--- config.mk ---
export PLATFORM = sky130hd
export DESIGN_NAME = hz_ctrl_top
export DESIGN_NICKNAME = d
export VERILOG_FILES = /design/src/rtl/hz_pkg.sv /design/src/rtl/hz_decode.sv /design/src/rtl/hz_fwd_sel.sv /design/src/rtl/hz_stall_fsm.sv /design/src/rtl/hz_ctrl_top.sv
export SDC_FILE = /design/constraint.sdc
export NUM_CORES = 1
export LEC_CHECK = 0
export ABC_CLOCK_PERIOD_IN_PS = 1400
export BUFFER_PORTS_ARGS = -buffer_cell sky130_fd_sc_hd__buf_4
export CORE_AREA = 4 4 49 51
export DETAILED_ROUTE_END_ITERATION = 6
export DIE_AREA = 0 0 53 55
export GPL_ROUTABILITY_DRIVEN = 0
export PLACE_DENSITY = 0.85
export REMOVE_ABC_BUFFERS = 1
export SYNTH_ARGS = -nofsm -noshare
export SYNTH_HDL_FRONTEND = slang
export SYNTH_SLANG_ARGS = --single-unit
--- constraint.sdc ---
create_clock -name vclk -period 1.4
set_input_delay 0.07 -clock vclk [all_inputs]
set_output_delay 0.07 -clock vclk [all_outputs]
set_load 0.05 [all_outputs]
--- src/rtl/hz_pkg.sv ---
package hz_pkg;
    localparam int INSTR_W = 32;
    localparam int REG_AW  = 5;
    localparam int OP_W    = 6;

    localparam logic [OP_W-1:0] OP_RR    = 6'h00;
    localparam logic [OP_W-1:0] OP_JUMP  = 6'h02;
    localparam logic [OP_W-1:0] OP_BRZ   = 6'h04;
    localparam logic [OP_W-1:0] OP_BRNZ  = 6'h05;
    localparam logic [OP_W-1:0] OP_STORE = 6'h2B;

    typedef enum logic [1:0] {
        SRC_FILE  = 2'b00,
        SRC_MEMWB = 2'b01,
        SRC_EXMEM = 2'b10
    } fwd_src_e;

    typedef enum logic [1:0] {
        S_FLOW      = 2'd0,
        S_LOAD_WAIT = 2'd1,
        S_BR_WAIT   = 2'd2,
        S_SQUASH    = 2'd3
    } hz_state_e;
endpackage

--- src/rtl/hz_decode.sv ---
module hz_decode
    import hz_pkg::*;
(
    input  logic [INSTR_W-1:0] instr,
    output logic [REG_AW-1:0]  src1,
    output logic [REG_AW-1:0]  src2,
    output logic               reads1,
    output logic               reads2,
    output logic               is_branch
);
    localparam int OP_LSB   = INSTR_W - OP_W;
    localparam int S1_LSB   = OP_LSB - REG_AW;
    localparam int S2_LSB   = S1_LSB - REG_AW;

    logic [OP_W-1:0] opcode;
    logic            unused_low;

    assign opcode     = instr[INSTR_W-1:OP_LSB];
    assign src1       = instr[OP_LSB-1:S1_LSB];
    assign src2       = instr[S1_LSB-1:S2_LSB];
    assign unused_low = ^instr[S2_LSB-1:0];

    always_comb begin
        reads1    = 1'b1;
        reads2    = 1'b0;
        is_branch = 1'b0;
        unique case (opcode)
            OP_RR, OP_STORE: reads2 = 1'b1;
            OP_JUMP:         reads1 = 1'b0;
            OP_BRZ, OP_BRNZ: is_branch = 1'b1;
            default:         reads2 = 1'b0;
        endcase
    end
endmodule

--- src/rtl/hz_fwd_sel.sv ---
module hz_fwd_sel
    import hz_pkg::*;
(
    input  logic              clk,
    input  logic              rst_n,
    input  logic [REG_AW-1:0] src,
    input  logic [REG_AW-1:0] near_rd,
    input  logic              near_ok,
    input  logic [REG_AW-1:0] far_rd,
    input  logic              far_ok,
    output logic [1:0]        sel
);
    logic src_live;
    assign src_live = (src != '0);

    always_comb begin
        if (src_live && near_ok && near_rd == src)
            sel = SRC_EXMEM;
        else if (src_live && far_ok && far_rd == src)
            sel = SRC_MEMWB;
        else
            sel = SRC_FILE;
    end

    // register 0 is never a forwarding source
    p_no_zero_src_r5: assert property (@(posedge clk) disable iff (!rst_n)
        (sel != SRC_FILE) |-> (src != '0));
    // nearer stage wins when both match
    p_near_first_r4: assert property (@(posedge clk) disable iff (!rst_n)
        (near_ok && far_ok && near_rd == far_rd && near_rd == src && src != '0)
        |-> (sel == SRC_EXMEM));
endmodule

--- src/rtl/hz_stall_fsm.sv ---
module hz_stall_fsm
    import hz_pkg::*;
(
    input  logic              clk,
    input  logic              rst_n,
    input  logic              delay_slot_en,
    input  logic [REG_AW-1:0] src1,
    input  logic [REG_AW-1:0] src2,
    input  logic              reads1,
    input  logic              reads2,
    input  logic              is_branch,
    input  logic              br_cond_true,
    input  logic [REG_AW-1:0] idex_rd,
    input  logic              idex_reg_write,
    input  logic              idex_mem_read,
    input  logic [REG_AW-1:0] exmem_rd,
    input  logic              exmem_mem_read,
    output logic              pc_hold,
    output logic              ifid_hold,
    output logic              idex_bubble,
    output logic              ifid_squash
);
    hz_state_e state, next_state;
    logic load_use, br_wait, br_taken;

    always_comb begin
        load_use = idex_mem_read && (idex_rd != '0) &&
                   ((reads1 && src1 == idex_rd) || (reads2 && src2 == idex_rd));
        br_wait  = is_branch && (src1 != '0) &&
                   ((idex_reg_write && idex_rd == src1) ||
                    (exmem_mem_read && exmem_rd == src1));
        br_taken = is_branch && br_cond_true && !br_wait && !load_use;

        if (load_use)                        next_state = S_LOAD_WAIT;
        else if (br_wait)                    next_state = S_BR_WAIT;
        else if (br_taken && !delay_slot_en) next_state = S_SQUASH;
        else                                 next_state = S_FLOW;
    end

    always_ff @(posedge clk or negedge rst_n) begin
        if (!rst_n) state <= S_FLOW;
        else        state <= next_state;
    end

    always_comb begin
        pc_hold     = 1'b0;
        ifid_hold   = 1'b0;
        idex_bubble = 1'b0;
        ifid_squash = 1'b0;
        unique case (next_state)
            S_LOAD_WAIT, S_BR_WAIT: begin
                pc_hold     = 1'b1;
                ifid_hold   = 1'b1;
                idex_bubble = 1'b1;
            end
            S_SQUASH: ifid_squash = 1'b1;
            S_FLOW:   ifid_squash = 1'b0;
        endcase
    end

    // a discarded slot never coincides with a hold
    p_squash_no_hold_r10: assert property (@(posedge clk) disable iff (!rst_n)
        ifid_squash |-> (!pc_hold && !idex_bubble));
    // delay-slot mode never discards
    p_delay_keeps_r11: assert property (@(posedge clk) disable iff (!rst_n)
        delay_slot_en |-> !ifid_squash);
    // a recorded squash came from a cycle without delay-slot mode
    p_squash_mode_r11: assert property (@(posedge clk) disable iff (!rst_n)
        (state == S_SQUASH) |-> !$past(delay_slot_en));
    // no squash without a branch in decode
    p_squash_needs_br_r10: assert property (@(posedge clk) disable iff (!rst_n)
        ifid_squash |-> (is_branch && br_cond_true));
endmodule

--- src/rtl/hz_ctrl_top.sv ---
module hz_ctrl_top
    import hz_pkg::*;
(
    input  logic        clk,
    input  logic        rst_n,
    input  logic        delay_slot_en,
    input  logic [31:0] ifid_instr,
    input  logic        br_cond_true,
    input  logic [4:0]  idex_rs1,
    input  logic [4:0]  idex_rs2,
    input  logic [4:0]  idex_rd,
    input  logic        idex_reg_write,
    input  logic        idex_mem_read,
    input  logic [4:0]  exmem_rd,
    input  logic        exmem_reg_write,
    input  logic        exmem_mem_read,
    input  logic [4:0]  memwb_rd,
    input  logic        memwb_reg_write,
    output logic [1:0]  fwd_a_sel,
    output logic [1:0]  fwd_b_sel,
    output logic [1:0]  br_fwd_sel,
    output logic        pc_hold,
    output logic        ifid_hold,
    output logic        idex_bubble,
    output logic        ifid_squash
);
    localparam int N_SRC = 3;

    logic [REG_AW-1:0] id_src1, id_src2;
    logic              id_reads1, id_reads2, id_branch;
    logic              near_ok;
    logic [REG_AW-1:0] srcs [N_SRC];
    logic [1:0]        sels [N_SRC];

    hz_decode u_dec (
        .instr     (ifid_instr),
        .src1      (id_src1),
        .src2      (id_src2),
        .reads1    (id_reads1),
        .reads2    (id_reads2),
        .is_branch (id_branch)
    );

    assign near_ok = exmem_reg_write && !exmem_mem_read;
    assign srcs[0] = idex_rs1;
    assign srcs[1] = idex_rs2;
    assign srcs[2] = id_src1;

    for (genvar g = 0; g < N_SRC; g++) begin : g_fwd
        hz_fwd_sel u_sel (
            .clk     (clk),
            .rst_n   (rst_n),
            .src     (srcs[g]),
            .near_rd (exmem_rd),
            .near_ok (near_ok),
            .far_rd  (memwb_rd),
            .far_ok  (memwb_reg_write),
            .sel     (sels[g])
        );
    end

    assign fwd_a_sel  = sels[0];
    assign fwd_b_sel  = sels[1];
    assign br_fwd_sel = sels[2];

    hz_stall_fsm u_fsm (
        .clk            (clk),
        .rst_n          (rst_n),
        .delay_slot_en  (delay_slot_en),
        .src1           (id_src1),
        .src2           (id_src2),
        .reads1         (id_reads1),
        .reads2         (id_reads2),
        .is_branch      (id_branch),
        .br_cond_true   (br_cond_true),
        .idex_rd        (idex_rd),
        .idex_reg_write (idex_reg_write),
        .idex_mem_read  (idex_mem_read),
        .exmem_rd       (exmem_rd),
        .exmem_mem_read (exmem_mem_read),
        .pc_hold        (pc_hold),
        .ifid_hold      (ifid_hold),
        .idex_bubble    (idex_bubble),
        .ifid_squash    (ifid_squash)
    );

    // a load in the memory stage never feeds the branch test
    p_br_no_load_r9: assert property (@(posedge clk) disable iff (!rst_n)
        exmem_mem_read |-> (br_fwd_sel != 2'b10));
    // a branch waiting on execute is held, not resolved
    p_br_wait_hold_r8: assert property (@(posedge clk) disable iff (!rst_n)
        (id_branch && id_src1 != '0 && idex_reg_write && idex_rd == id_src1)
        |-> (pc_hold && !ifid_squash));
endmodule

==> impl_metrics.toml <==
[outcome]
status = "finished with violations"
violations = "negative setup slack"

[route]
first_pass_iters = 3
routed-via-count = 935
ant_nets = 0
vias_per_cell = 5.082
wl_um = 2641
wl_per_cell_um = 14.35
remaining_drc_errors = 0
drtIter0Drc = 6

[final_layout]
final-seq-area_sq_um = 0
final_cell_mix = "67 x buf_4, 35 x xnor2_1, 6 x nand4_1, 6 x nor4_2"
final_util_pct = 66.24
nFillCells = 171
drive_gt1_share_pct = 55.41
seq_cell_count = 0
fin_cells = 184
clockBufferCount = 0
final_net_count = 225
antenna_cells = 0
area_delta_synth_final_pct = 90.72
mostFrequentLayoutCell = "buf_4"

[power]
combPwrFrac_pct = 100.0
p_leak_nw = 0.5207
p_int_w = 0.0002066
p_per_area_nw_per_um2 = 288.7
seqPwrFrac_pct = 0
switching_share_pct = 44.36
power.switching_w = 0.0001647
vdd_drop_max_v = 0.0001528
p_clk_share_pct = 0
power_w = 0.0003714

[sta]
worst_pin_slew_ns = 0.3309
fmax_mhz = 664.8
worst_slack_ns = -0.1042
finalSetupTns_ns = -0.1384
max_slew_margin_pct = 77.76
period_minus_slack_ns = 1.504
hold_viol_final = 0
rsz0062_at_grt = "true"
final-max-slew-violation-count = 0
finalSetupViolations = 2
period_share_pct = 107.4

[placed_design]
place_inst = 184
dp_hpwl_um = 2311
port_buffers = 58
dp_slack_ns = -0.1026

[worst_setup_path]
crit_slowest_cell = "or4_4"
cp-start-kind = "primary input"
path_class = "in -> out"
required_ns = 1.33
cpPeakStageDelay_ns = 0.54
critPathMaxFanout = 2
critPathCaptureType = "primary output"
arrival_ns = 1.43
cp_cell_sequence = "buf_4, or4_4, nor2_4, nor4_2, nor4_2, buf_4"

[logic_synthesis]
netlist_instances = 88
yosysTopAreaCell = "xnor2_1"
synth_seq_area_share_pct = 0
ys_warn_count = 0
yosys.area.top_type_share_pct = 46.75
synth_cell_types = 23
syn-cell-area_sq_um = 674.4
synth.avg_cell_area_sq_um = 7.664
synth_top_cells_by_area = "xnor2_1 47%, nor4_2 7.4%, nand4_1 5.6%, xor2_1 5.2%, nand3_1 3.7%"

[worst_hold_path]
hp-class = "in -> out"
hold_end = "fwd_a_sel[0]"
min_path_cells = 4
hold_start = "memwb_reg_write"

[global_routing]
antenna_found_initial = 0
grt_start_max_net_pins = 6
grt.total_usage_pct = 18.70
grt_pass1_wl_um = 4188
overflow = 0
grt_pass1_vias = 1016

[floorplanning]
dieHeight_um = 55
core_sq_um = 1942
rows = 16
initial_utilization_pct = 34.73
die_x_um = 53
ios = 76
fp.dieArea_sq_um = 2915

[flow_run]
max_cap_viol_count = 0
==> kinds of logic after synthesis <==
family,share of synthesized area [%]
simple gates,40.26
xor+xnor,51.95
compound gates,5.009
buf+inv,2.782
==> stage by stage <==
step	cell area (sq um)	hold WS [ns]
CTS	1254	0.5425
detailed placement	1226	0.5428
finish	1286	0.5401
global route	1286	0.5584
global placement	1226	0.5396
floorplan	659.4	0.3020
==> critical path: cells and delay by family <==
kind	cells	cell delay, ns
buffers and inverters	2	0.36
and+or+nand+nor	4	1.01
==> synthesized netlist by cell type (all sizes together) <==
cell	instances
a41oi	1
and3	1
and4b	1
buf	2
inv	1
nand2	5
nand3	5
nand4	6
nor2	6
nor2b	1
nor3	2
nor3b	1
nor4	8
o21ai	2
o221ai	1
o22ai	1
or4	4
xnor2	36
xor2	4
==> area by class of cell <==
class                      count  area [sq um]  share of cell area, %
tap                           27         33.78                  2.626
timing repair buffer          71         548.0                  42.61
inverter                       1         3.754                 0.2918
multi-input combinational     85         700.7                  54.47
==> metal layers <==
layer  global-route usage (%)  wire length (um)  part of all wire, %
met1                    19.37               967                   37
met2                    38.84              1298                   49
met3                    4.021               342                   13
met4                    2.553                32                  1.2
met5                        0                 0                    0
==> power groups by stage <==
stage                     Clock, W  Combinational (W)  Sequential [W]
after global placement           0           0.000344               0
after detailed placement         0           0.000357               0
after CTS                        0           0.000363               0
after floorplan                  0           0.000154               0
after global routing             0           0.000403               0
final                            0           0.000371               0
==> timing repair <==
action	CTS	global route
buffers inserted	0	0
pin swaps	2	2
hold buffers	0	0
gates resized for setup	7	7
endpoints found under the setup margin	5	6
==> how the worst max path moves through the flow <==
| stage | endpoint | slack (ns) | from |
|---|---|---|---|
| finish | fwd_b_sel[0] | -0.10 | idex_rs2[0] |
| floorplan | idex_bubble | -2.34 | ifid_instr[21] |
| detailed placement | fwd_b_sel[0] | -0.10 | idex_rs2[0] |
| global placement | idex_bubble | -0.06 | ifid_instr[31] |
| global route | fwd_b_sel[0] | -0.17 | idex_rs2[0] |
| CTS | fwd_b_sel[0] | -0.11 | idex_rs2[0] |
Note: power is estimated with default switching activity, not from simulation.
